File: config.mk
export PLATFORM = sky130hd
export DESIGN_NAME = burst_sram_core
export DESIGN_NICKNAME = d
export VERILOG_FILES = /design/src/rtl/burst_sram_pkg.sv /design/src/rtl/burst_sram_ctrl.sv /design/src/rtl/burst_sram_dpath.sv /design/src/rtl/burst_sram_core.sv
export SDC_FILE = /design/constraint.sdc
export NUM_CORES = 1
export LEC_CHECK = 0
export BUFFER_PORTS_ARGS = -buffer_cell sky130_fd_sc_hd__buf_4
export CAP_MARGIN = 15
export CORE_MARGIN = 2
export CORE_UTILIZATION = 40
export DETAILED_ROUTE_END_ITERATION = 8
export SLEW_MARGIN = 20
export SYNTH_ARGS = -nofsm -noshare
export SYNTH_HDL_FRONTEND = slang
export SYNTH_SLANG_ARGS = --single-unit
File: constraint.sdc
create_clock -name clk -period 4.4 [get_ports clk]
set_input_delay 0.22 -clock clk [delete_from_list [all_inputs] [get_ports clk]]
set_output_delay 0.22 -clock clk [all_outputs]
set_load 0.005 [all_outputs]
File: src/rtl/burst_sram_pkg.sv
package burst_sram_pkg;

  // Strobes from the control pipeline to the datapath
  typedef struct packed {
    logic step;   // enabled edge: pipeline advances
    logic wr;     // commit a write this edge
    logic rd;     // load a read word into the output stage
  } strobeT;

  // Low address bits of the k-th beat of a burst
  function automatic logic [1:0] burstLow(input logic [1:0] base,
                                          input logic [1:0] beat,
                                          input logic ilv);
    return ilv ? (base ^ beat) : (base + beat);
  endfunction

endpackage

File: src/rtl/burst_sram_ctrl.sv
module burst_sram_ctrl
  import burst_sram_pkg::*;
#(
  parameter int ADDR_W = 5
) (
  input  logic              clk,
  input  logic              rstN,
  input  logic              clkEn,
  input  logic [ADDR_W-1:0] addr,
  input  logic              writeEn,
  input  logic              loadN,
  input  logic              selN0,
  input  logic              selN1,
  input  logic              selP,
  input  logic              burstIlv,
  output strobeT            stb,
  output logic [ADDR_W-1:0] memAddr
);

  // Burst state
  logic              activeQ, activeD;
  logic [ADDR_W-1:0] baseQ, baseD;
  logic [1:0]        beatQ, beatD;
  logic              dirWrQ, dirWrD;
  logic              ilvQ, ilvD;
  logic              selected;
  logic [ADDR_W-1:0] accAddr;

  // Pipeline stages
  logic              s1ValidQ, s1WriteQ;
  logic [ADDR_W-1:0] s1AddrQ;
  logic              s2ValidQ, s2WriteQ;
  logic [ADDR_W-1:0] s2AddrQ;

  assign selected = !selN0 && !selN1 && selP;

  always_comb begin
    activeD = activeQ;
    baseD   = baseQ;
    beatD   = beatQ;
    dirWrD  = dirWrQ;
    ilvD    = ilvQ;
    if (!loadN) begin
      activeD = selected;
      baseD   = addr;
      beatD   = 2'd0;
      dirWrD  = writeEn;
      ilvD    = burstIlv;
    end else if (activeQ) begin
      beatD = beatQ + 2'd1;
    end
  end

  assign accAddr = {baseD[ADDR_W-1:2], burstLow(baseD[1:0], beatD, ilvD)};

  always_ff @(posedge clk or negedge rstN) begin
    if (!rstN) begin
      activeQ  <= 1'b0;
      baseQ    <= '0;
      beatQ    <= 2'd0;
      dirWrQ   <= 1'b0;
      ilvQ     <= 1'b1;
      s1ValidQ <= 1'b0;
      s1WriteQ <= 1'b0;
      s1AddrQ  <= '0;
      s2ValidQ <= 1'b0;
      s2WriteQ <= 1'b0;
      s2AddrQ  <= '0;
    end else if (clkEn) begin
      activeQ  <= activeD;
      baseQ    <= baseD;
      beatQ    <= beatD;
      dirWrQ   <= dirWrD;
      ilvQ     <= ilvD;
      s1ValidQ <= activeD;
      s1WriteQ <= dirWrD;
      s1AddrQ  <= accAddr;
      s2ValidQ <= s1ValidQ;
      s2WriteQ <= s1WriteQ;
      s2AddrQ  <= s1AddrQ;
    end
  end

  assign stb.step = clkEn;
  assign stb.wr   = clkEn && s2ValidQ && s2WriteQ;
  assign stb.rd   = clkEn && s2ValidQ && !s2WriteQ;
  assign memAddr  = s2AddrQ;

  AST_BURST_UPPER_FIXED: assert property (@(posedge clk) disable iff (!rstN)
    clkEn && loadN && activeQ |=> s1AddrQ[ADDR_W-1:2] == $past(s1AddrQ[ADDR_W-1:2]));
  AST_LINEAR_STEP: assert property (@(posedge clk) disable iff (!rstN)
    clkEn && loadN && activeQ && !ilvQ |=> s1AddrQ[1:0] == $past(s1AddrQ[1:0]) + 2'd1);
  AST_DIR_HELD: assert property (@(posedge clk) disable iff (!rstN)
    clkEn && loadN && activeQ |=> s1WriteQ == $past(s1WriteQ));
  AST_LOAD_ADDR: assert property (@(posedge clk) disable iff (!rstN)
    clkEn && !loadN && !selN0 && !selN1 && selP |=> s1ValidQ && s1AddrQ == $past(addr));
  AST_DESELECT: assert property (@(posedge clk) disable iff (!rstN)
    clkEn && !loadN && (selN0 || selN1 || !selP) |=> !s1ValidQ);
  AST_FREEZE_PIPE: assert property (@(posedge clk) disable iff (!rstN)
    !clkEn |=> $stable(s1AddrQ) && $stable(s1ValidQ) && $stable(s2ValidQ) && $stable(s2AddrQ));

endmodule

File: src/rtl/burst_sram_dpath.sv
module burst_sram_dpath
  import burst_sram_pkg::*;
#(
  parameter int ADDR_W = 5,
  parameter int DATA_W = 36,
  parameter int LANES  = 4
) (
  input  logic              clk,
  input  logic              rstN,
  input  strobeT            stb,
  input  logic [ADDR_W-1:0] memAddr,
  input  logic [DATA_W-1:0] dataIn,
  input  logic [LANES-1:0]  byteWrN,
  input  logic              outEn,
  output logic [DATA_W-1:0] dataOut,
  output logic              outDrive
);

  localparam int DEPTH  = 1 << ADDR_W;
  localparam int LANE_W = DATA_W / LANES;

  logic [DATA_W-1:0] rdWord;
  logic [DATA_W-1:0] outDataQ;
  logic              outValidQ;

  // One storage bank per byte lane
  for (genvar g = 0; g < LANES; g++) begin : gLane
    logic [LANE_W-1:0] laneMem [DEPTH];

    always_ff @(posedge clk) begin
      if (stb.wr && !byteWrN[g])
        laneMem[memAddr] <= dataIn[g*LANE_W +: LANE_W];
    end

    assign rdWord[g*LANE_W +: LANE_W] = laneMem[memAddr];
  end

  always_ff @(posedge clk or negedge rstN) begin
    if (!rstN) begin
      outValidQ <= 1'b0;
      outDataQ  <= '0;
    end else if (stb.step) begin
      outValidQ <= stb.rd;
      if (stb.rd) outDataQ <= rdWord;
    end
  end

  assign outDrive = outValidQ && outEn;
  assign dataOut  = outDrive ? outDataQ : '0;

  AST_FREEZE_OUT: assert property (@(posedge clk) disable iff (!rstN)
    !stb.step |=> $stable(outDataQ) && $stable(outValidQ));
  AST_WRITE_NO_DRIVE: assert property (@(posedge clk) disable iff (!rstN)
    stb.wr |=> !outDrive);

endmodule

File: src/rtl/burst_sram_core.sv
module burst_sram_core
  import burst_sram_pkg::*;
#(
  parameter int ADDR_W = 5,
  parameter int DATA_W = 36,
  parameter int LANES  = 4
) (
  input  logic              clk,
  input  logic              rstN,
  input  logic              clkEn,
  input  logic [ADDR_W-1:0] addr,
  input  logic              writeEn,
  input  logic              loadN,
  input  logic              selN0,
  input  logic              selN1,
  input  logic              selP,
  input  logic [LANES-1:0]  byteWrN,
  input  logic              burstIlv,
  input  logic [DATA_W-1:0] dataIn,
  input  logic              outEn,
  output logic [DATA_W-1:0] dataOut,
  output logic              outDrive
);

  strobeT            stb;
  logic [ADDR_W-1:0] memAddr;

  burst_sram_ctrl #(.ADDR_W(ADDR_W)) i_ctrl (
    .clk      (clk),
    .rstN     (rstN),
    .clkEn    (clkEn),
    .addr     (addr),
    .writeEn  (writeEn),
    .loadN    (loadN),
    .selN0    (selN0),
    .selN1    (selN1),
    .selP     (selP),
    .burstIlv (burstIlv),
    .stb      (stb),
    .memAddr  (memAddr)
  );

  burst_sram_dpath #(.ADDR_W(ADDR_W), .DATA_W(DATA_W), .LANES(LANES)) i_dpath (
    .clk      (clk),
    .rstN     (rstN),
    .stb      (stb),
    .memAddr  (memAddr),
    .dataIn   (dataIn),
    .byteWrN  (byteWrN),
    .outEn    (outEn),
    .dataOut  (dataOut),
    .outDrive (outDrive)
  );

  AST_RESET_IDLE: assert property (@(posedge clk) $rose(rstN) |-> !outDrive);

endmodule

==> results of run 1 <==
[report_power, final]
group	switching (uW)	internal, uW	leakage (uW)	total (uW)
Clock	4220	5670	0.00186	9890
Combinational	2260	1470	0.00524	3730
Sequential	322	12800	0.0110	13100
Total	6800	19900	0.0181	26700
[layout by cell type, fill, tap and decap left out, types with 5 or more instances in the layout]
| master | instances |
|---|---|
| sky130_fd_sc_hd__o22ai_1 | 67 |
| sky130_fd_sc_hd__or2_2 | 5 |
| sky130_fd_sc_hd__buf_4 | 187 |
| sky130_fd_sc_hd__a21oi_1 | 47 |
| sky130_fd_sc_hd__a22oi_1 | 14 |
| sky130_fd_sc_hd__nand2_1 | 135 |
| sky130_fd_sc_hd__a41oi_1 | 8 |
| sky130_fd_sc_hd__nand2b_1 | 9 |
| sky130_fd_sc_hd__o22a_1 | 5 |
| sky130_fd_sc_hd__a211oi_1 | 5 |
| sky130_fd_sc_hd__clkinv_2 | 30 |
| sky130_fd_sc_hd__clkbuf_8 | 5 |
| sky130_fd_sc_hd__clkinv_1 | 21 |
| sky130_fd_sc_hd__clkbuf_1 | 23 |
| sky130_fd_sc_hd__edfxtp_1 | 1152 |
| sky130_fd_sc_hd__clkbuf_16 | 121 |
| sky130_fd_sc_hd__buf_12 | 6 |
| sky130_fd_sc_hd__dfrtp_1 | 50 |
| sky130_fd_sc_hd__dlygate4sd3_1 | 50 |
| sky130_fd_sc_hd__nand3_1 | 10 |
| sky130_fd_sc_hd__mux2i_1 | 253 |
| sky130_fd_sc_hd__mux4_2 | 162 |
| sky130_fd_sc_hd__o21ai_0 | 45 |
| sky130_fd_sc_hd__mux2_2 | 33 |
| sky130_fd_sc_hd__o21a_1 | 7 |
| sky130_fd_sc_hd__nor2_1 | 192 |
| sky130_fd_sc_hd__a31oi_1 | 6 |
| sky130_fd_sc_hd__o211ai_1 | 11 |
| sky130_fd_sc_hd__nor4_1 | 28 |
| sky130_fd_sc_hd__clkinvlp_4 | 7 |
| sky130_fd_sc_hd__nor3_1 | 6 |
| sky130_fd_sc_hd__bufinv_16 | 10 |
| sky130_fd_sc_hd__a32oi_1 | 8 |
| sky130_fd_sc_hd__o32a_1 | 20 |
| sky130_fd_sc_hd__and3_1 | 36 |
[cell type report]
cell class	instances	area (sq um)	area share
sequential	1208	36000	0.665
multi-input combinational	1168	10400	0.192
clock buffer	149	3180	0.0588
timing repair buffer	243	2020	0.0374
tap	1536	1920	0.0355
clock inverter	70	599	0.0111
inverter	3	11.3	0.000208
antenna	3	7.51	0.000139
[flip-flops by register name, summed over array words and instances, names as in the netlist]
register,flops
i_dpath.gLane.laneMem,1152
i_dpath.outDataQ,36
i_ctrl.memAddr,5
i_ctrl.s1AddrQ,4
i_ctrl.baseQ,3
i_ctrl.beatQ,2
i_ctrl.activeQ,1
i_ctrl.dirWrQ,1
i_ctrl.ilvQ,1
i_ctrl.s2ValidQ,1
i_ctrl.s2WriteQ,1
i_dpath.outValidQ,1
[worst max-delay path by stage]
| stage | from | end | slack (ps) |
|---|---|---|---|
| floorplan | i_ctrl.memAddr[0] | i_dpath.gLane[2].laneMem[0][0] | 1980 |
| global placement | i_ctrl.memAddr[2] | i_dpath.gLane[3].laneMem[25][4] | 950 |
| detailed placement | i_ctrl.memAddr[2] | i_dpath.gLane[3].laneMem[25][4] | 860 |
| CTS | i_ctrl.memAddr[2] | i_dpath.gLane[3].laneMem[25][2] | 840 |
| global route | i_ctrl.memAddr[2] | i_dpath.gLane[1].laneMem[26][3] | 600 |
| finish | i_ctrl.memAddr[2] | i_dpath.gLane[3].laneMem[25][5] | 730 |
[worst max-delay path, stage by stage (launching register included)]
cell                       delay, ps
sky130_fd_sc_hd__dfrtp_1         690
sky130_fd_sc_hd__buf_4           350
sky130_fd_sc_hd__nand2b_1        170
sky130_fd_sc_hd__nor2_1          720
sky130_fd_sc_hd__nand2_1         430
sky130_fd_sc_hd__nor2_1          900
[stage by stage]
| stage | cells | setup WS (ps) | cell area, sq um | utilization | hold WS [ps] |
|---|---|---|---|---|---|
| CTS | 4377 | 840 | 54200 | 0.460 | 216 |
| global route | 4377 | 600 | 54200 | 0.460 | 277 |
| finish | 4380 | 732 | 54200 | 0.461 | 247 |
| detailed placement | 4108 | 864 | 49900 | 0.424 | 442 |
| floorplan | 2522 | 1980 | 47200 | - | -75.6 |
| global placement | 4108 | 948 | 49900 | 0.424 | 437 |
[logic make-up after synthesis]
logic type,count (synthesis),share of synthesized area
mux,448,0.139
fa+ha+maj,1,0.000265
flops,1208,0.762
xor+xnor,4,0.000742
simple gates,452,0.0433
buf+inv,146,0.0178
compound gates,263,0.0370
[routing by layer]
metal | vias up | GRT usage | part of all wire
met5 | - | 0 | 0
li1 | 10600 | - | -
met2 | 1108 | 0.343 | 0.48
met4 | 0 | 0.0737 | 0.032
met3 | 209 | 0.0354 | 0.075
met1 | 13200 | 0.288 | 0.41
[repair_timing]
action                                  in CTS  in global routing
hold buffers                                50                  0
endpoints found under the setup margin       0                  0
setup buffers                                0                  0
hold endpoints to repair                  1225                  0
==> results.md, run 1 <==
Yosys:
- Summed over all instances, the cell type with the most area after synthesis is sky130_fd_sc_hd__edfxtp_1.
- For this run, the leading register cell type out of synthesis is sky130_fd_sc_hd__edfxtp_1.
- Yosys attributes the largest share of cell area to sky130_fd_sc_hd__edfxtp_1 (73%), sky130_fd_sc_hd__mux4_2 (7.7%), sky130_fd_sc_hd__mux2i_1 (5.4%).
- The share of synthesized area in the top cell type comes to 0.732.
- The library cell with the highest instance count after synthesis is sky130_fd_sc_hd__edfxtp_1.
- The number of flip-flops and latches in the synthesized netlist is 1,208.
- A synthesized cell averages 18.7 sq um.
- Counting instances in the post-synthesis netlist gives the leading cell types as sky130_fd_sc_hd__edfxtp_1 (1,152), sky130_fd_sc_hd__mux2i_1 (253), sky130_fd_sc_hd__nor2_1 (194).
- The post-synth net total is 2,578.
- The share of the Yosys chip area taken by registers is 0.762.
- The number of synthesized flops with an enable pin is 1,152.
- The Yosys warning count is 0.
- The summed instance area of the synthesized netlist is 0.0472 sq mm.
- The number of different library cells used by synthesis comes to 59.
- The proportion of synthesized flip-flops having asynchronous set or reset is 0.0464.
- The number of instances in the synthesized netlist is 2,522.

CTS:
- At the later pin of the worst-skew pair, clock insertion delay measures 690 ps.
- In this run the number of H-tree levels came out at 3.
- After clock tree synthesis, the repair step resized 0 gates.
- The clock root buffer master is sky130_fd_sc_hd__clkbuf_16.
- The tree built by TritonCTS fans out to 1,208 sinks.
- The clock edge transition at the registers on the reported setup and hold paths is 60 ps.
- Clock tree synthesis inserted a total of 117 buffers.
- The clock tree from TritonCTS is done.
- No sink is reached through more buffers than the 3 on the longest clock path.

Power:
- The analysis attributes to cell leakage a power of 0.0181 uW.
- The power density over cell area is 494 mW/mm^2.
- The total power consumption of the routed design is 26,700 uW.
- The worst vdd rail ir drop is 0.000330 V.

Detailed routing:
- The DRC violation total after the first TritonRoute iteration is 3,079.
- The via count of the routed design is 25,100.
- The first-pass iteration count of the detailed router is 6.
- The via density per instance is 5.74.
- In the final routed layout, each cell accounts on average for 29.3 um.
- The total routed wirelength is 129 mm.
- The count of nets left with antenna violations once routing finished came out at 0.
- The detailed-route DRC error count is 0.

STA:
- The final period demand of the worst path is 3670 ps.
- The pin slew with the least headroom to its limit is 1100 ps.
- For the final database, setup skew stands at 21.5 ps.
- The accumulated negative setup slack is 0 ps.
- The number of endpoints with negative hold slack in the final report is 0.
- Setup repair after global routing left no endpoint under its margin.
- The share of the clock period used by the worst path is 0.834.
- The number of max-slew violations in the final report is 0.
- Measured against its own limit, the worst slew margin works out to 0.266.
- Based on the critical path, the design can be clocked at up to 273 MHz.
- Setup violations remaining at the end of the flow were counted as 0.

Die:
- The standard cell core area is 0.118 sq mm.
- The floorplan die area is 0.121 sq mm.
- The number of top-level pins is 92.
- The number of placement rows is 126.
- Measured along the x axis, the die boundary spans 348 um.
- The chip height is 348 um.
- The effective utilization at floorplan is 0.402.

GRT:
- Entering global routing, the biggest net connects 108 pins.
- The number of antenna violations at the first check in global routing is 2.
- The number of global-route vias before repair came to 25,500.
- For this run, the total global-route usage over all layers was measured as 0.211.
- The first global-routing pass estimated 184 mm of wire.
- After global routing the overflow that remains totals 0.

Worst hold path:
- The worst hold-check path type is input port to asynchronous set/reset pin.

Setup path:
- The critical path class is register to register.
- Measured in cells, the most critical reg-to-reg path has a length of 5.
- For flop-to-flop paths, the worst setup slack is 730 ps.
- Along the worst path, the maximum fanout reaches 24.
- For the worst setup path, the data required time is 4700 ps.
- The kind of end point of the critical path is a register.
- The nature of the critical path startpoint is a register.
- In this run the critical register-to-register path is launched from i_ctrl.memAddr[2].
- The capturing point of the worst reg2reg path is i_dpath.gLane[3].laneMem[25][5].
- The critical path arrival is 3970 ps.

Cells and area:
- Relative to the synthesized area, the layout overhead comes to 14.7%.
- At the end of the flow, the number of nets in the layout was 2,797.
- In the final layout, the share of cells above drive strength 1 is 0.206.
- The number of fill cells is 9,844.

Place:
- Port buffering added 91 buffers.
- The final RePlAce weighted congestion is 0.849.
- The wire-length estimate of the detail-placed layout is 82.0 mm.

Outcome:
- The run finished with clean final reports.

Flow run:
- The count of max-cap constraint violations is 0.
No activity file was read; power rests on OpenSTA's default activity.
==> run 2, diff against run 1 <==
- clock period: 4.4 -> 3 ns (I/O delays scaled with it)
==> run 2 against run 1 <==
Non-clock buffer count rose by 138. Count of clock-buffer cells in the layout fell by 2. Wire length fell by 1.7%. Core utilization rose by 1.2 points. Largest power group unchanged. Worst hold slack got worse by 140 ps. Design area rose by 2.6%. Largest cell class unchanged. First-iteration DRC count fell by 14%. Clock skew rose by 14 ps. Global-route usage fell by 0.41 points. Flip-flop and latch count did not move. Register-to-register slack got worse by 510 ps. Clock power rose by 52%.
==> results.md, run 2 (synthesis gave the netlist of run 1 again) <==
STA:
- Dividing the final minimum period by the clock period gives 0.926.
- The fmax is 360 MHz.
- The worst pin sits at a relative slew slack of 0.400.
- The number of endpoints with negative hold slack in the final report is 0.
- The number of max-slew violations in the final report is 0.
- Setup repair after global routing left no endpoint under its margin.
- The post-route clock skew is 35.2 ps.
- At the pin with the least slew margin, the transition time is 901 ps.
- The total of endpoints with negative setup slack in the final report is 0.
- The routed design could run at a clock period as short as 2780 ps.
- The accumulated negative setup slack is 0 ps.

Detailed routing:
- After detailed routing, the total wire length is 126 mm.
- The DRC violation total after the first TritonRoute iteration is 2,660.
- For this block, the via count after detailed routing is 25,500.
- The detailed-route DRC error count is 0.
- The via density per instance is 5.65.
- In this run the remaining antenna-violating nets after routing total 0.
- The wire length per cell after detailed routing is 28.0 um.
- The first-pass iteration count of the detailed router is 5.

Setup path:
- Across all register-to-register paths, the minimum setup slack is 220 ps.
- The highest fanout seen on the critical path is 20.
- The nature of the critical path startpoint is a register.
- At the worst endpoint, the required time is 3380 ps.
- The kind of end point of the critical path is a register.
- STA puts the critical path data arrival time at 3150 ps.
- The worst setup path is of the register to register kind.

Die:
- The number of placement rows is 126.
- The die is 348 um wide.
- 92 I/O pins were placed.
- For this configuration, the core starts out at a cell density of 0.402.
- The die is 348 um tall.
- The standard cell core area is 0.118 sq mm.
- The floorplan step defined a die boundary enclosing 0.121 sq mm.

Power:
- The power density over cell area is 714 mW/mm^2.
- The net switching power of the design is 9770 uW.
- Of the total power, the clock network draws 0.378.
- The reported leakage power is 0.0189 uW.
- The switching fraction of total power is 0.246.
- Internal power comes to 29,900 uW.
- The part of the power in registers is 0.483.
- The worst vdd rail ir drop is 0.000514 V.
- The part of the power in combinational logic is 0.139.

CTS:
- TritonCTS created 115 clock buffers.
- The number of buffers on the longest clock path is 3.
- The clock tree from TritonCTS is done.
- The tree built by TritonCTS fans out to 1,208 sinks.
- The number of gates resized after CTS is 0.
- Buffers added to address setup during post-CTS repair amount to 0.
- The number of H-tree levels is 3.
- The clock latency reported for the late side of the worst-skew pair is 700 ps.
- Clock tree synthesis selected as its root buffer the cell sky130_fd_sc_hd__clkbuf_16.
- After clock tree synthesis, the clock-pin slew on the worst setup and hold paths is 60 ps.

GRT:
- Global routing finished with a remaining overflow of 0.
- The wire length of the first global-routing pass is 181 mm.
- The number of global-route vias before repair is 25,800.
- The number of antenna violations at the first check in global routing was 2.
- Across every metal layer, demand over resource in global routing totals 0.207.
- Entering global routing, the biggest net connects 55 pins.

Cells and area:
- The largest register by flop count is i_dpath.gLane.laneMem.
- In the layout the commonest cells are sky130_fd_sc_hd__edfxtp_1 (1,152), sky130_fd_sc_hd__buf_4 (308), sky130_fd_sc_hd__mux2i_1 (253), sky130_fd_sc_hd__nor2_1 (192), sky130_fd_sc_hd__mux4_2 (162).
- The most common library cell in the layout ignoring fill and taps is sky130_fd_sc_hd__edfxtp_1.
- Once layout is complete, the utilization of the core stands at 0.472.
- Fill cells in the final layout number 9,763.
- The final layout contains 2,933 nets.
- The area growth from synthesis to layout is 17.6%.
- The register with the most flip-flops in the layout has 1,152 of them.
- 0 antenna diodes ended up in the layout.
- In the final layout, the share of cells above drive strength 1 is 0.243.

Place:
- The congestion estimate from routability-driven global placement came to 0.855.
- Buffers placed on the I/O ports in this run total 91.
- Detailed placement finished with a half-perimeter wire length of 82.6 mm.

Outcome:
- The run finished with clean final reports.

Flow run:
- The count of max-cap constraint violations is 0.

Worst hold path:
- In this run the worst hold path is classified as input port to asynchronous set/reset pin.
## run 2: cell count changes in the layout (fill, tap and decap cells not counted), moves of 2 or more
cell,delta
sky130_fd_sc_hd__buf_4,+121
sky130_fd_sc_hd__buf_12,+17
sky130_fd_sc_hd__clkinv_2,-9
sky130_fd_sc_hd__bufinv_16,+7
sky130_fd_sc_hd__clkinv_1,-6
sky130_fd_sc_hd__clkbuf_16,-3
sky130_fd_sc_hd__clkinv_4,+3
sky130_fd_sc_hd__clkinvlp_4,+3
sky130_fd_sc_hd__diode_2,-3
sky130_fd_sc_hd__clkbuf_1,+2
sky130_fd_sc_hd__inv_6,+2
## run 2: repair_timing
| action | in CTS | in global routing |
|---|---|---|
| endpoints found under the setup margin | 0 | 0 |
| hold buffers | 50 | 0 |
| hold endpoints to repair | 1210 | 0 |
## run 2: path summary, 6_finish.rpt
path,cells after the start,startpoint,endpoint
max,7,i_ctrl.memAddr[3],i_dpath.gLane[1].laneMem[9][0]
min,2,rstN,i_ctrl.activeQ
max reg2reg,7,i_ctrl.memAddr[3],i_dpath.gLane[1].laneMem[9][0]
min reg2reg,2,i_ctrl.baseQ[4],i_ctrl.memAddr[4]
max in group asynchronous,3,rstN,i_dpath.outDataQ[25]
min in group clk,4,byteWrN[2],i_dpath.gLane[2].laneMem[28][6]
## run 2: worst max-delay path, stage by stage (launching register included)
cell and delay (ps):
sky130_fd_sc_hd__dfrtp_2 560, sky130_fd_sc_hd__buf_4 430, sky130_fd_sc_hd__nor2b_1 250, sky130_fd_sc_hd__buf_4 270, sky130_fd_sc_hd__nand2_1 230, sky130_fd_sc_hd__buf_4 260
sky130_fd_sc_hd__nor2_1 190, sky130_fd_sc_hd__buf_4 240
## run 2: final cells by class
cell class / instances / area (sq um) / share of cell area
inverter: 3 / 11.3 / 0.000203
tap: 1536 / 1920 / 0.0346
timing repair buffer: 381 / 3270 / 0.0589
sequential: 1208 / 36000 / 0.648
clock inverter: 72 / 845 / 0.0152
multi-input combinational: 1168 / 10400 / 0.187
clock buffer: 147 / 3100 / 0.0558
## run 2: routing by layer
metal / global-route usage / vias to the layer above / routed length (um)
li1: - / 10900 / -
met1: 0.284 / 13400 / 52700
met2: 0.343 / 1058 / 61600
met3: 0.0282 / 185 / 8490
met4: 0.0662 / 0 / 3520
met5: 0 / - / 0
## run 2: through the flow
step                      power (uW)  instance area [sq um]  cells  hold WS, ps  setup WS, ps
after floorplan                22900                  47200   2522         -146           579
after global placement         24900                  51100   4246          294           310
after detailed placement       25000                  51100   4246          274           266
after CTS                      40000                  55600   4515         88.7           299
after global routing           40900                  55600   4515          125           145
final                          39700                  55600   4515          106           221
## run 2: power groups by stage
stage / Sequential, uW / Combinational, uW / Clock, uW
after floorplan: 19200 / 3630 / 0
after global placement: 19500 / 5400 / 0
after detailed placement: 19500 / 5470 / 0
after CTS: 19200 / 5540 / 15300
after global routing: 19200 / 5820 / 15900
final: 19200 / 5500 / 15000
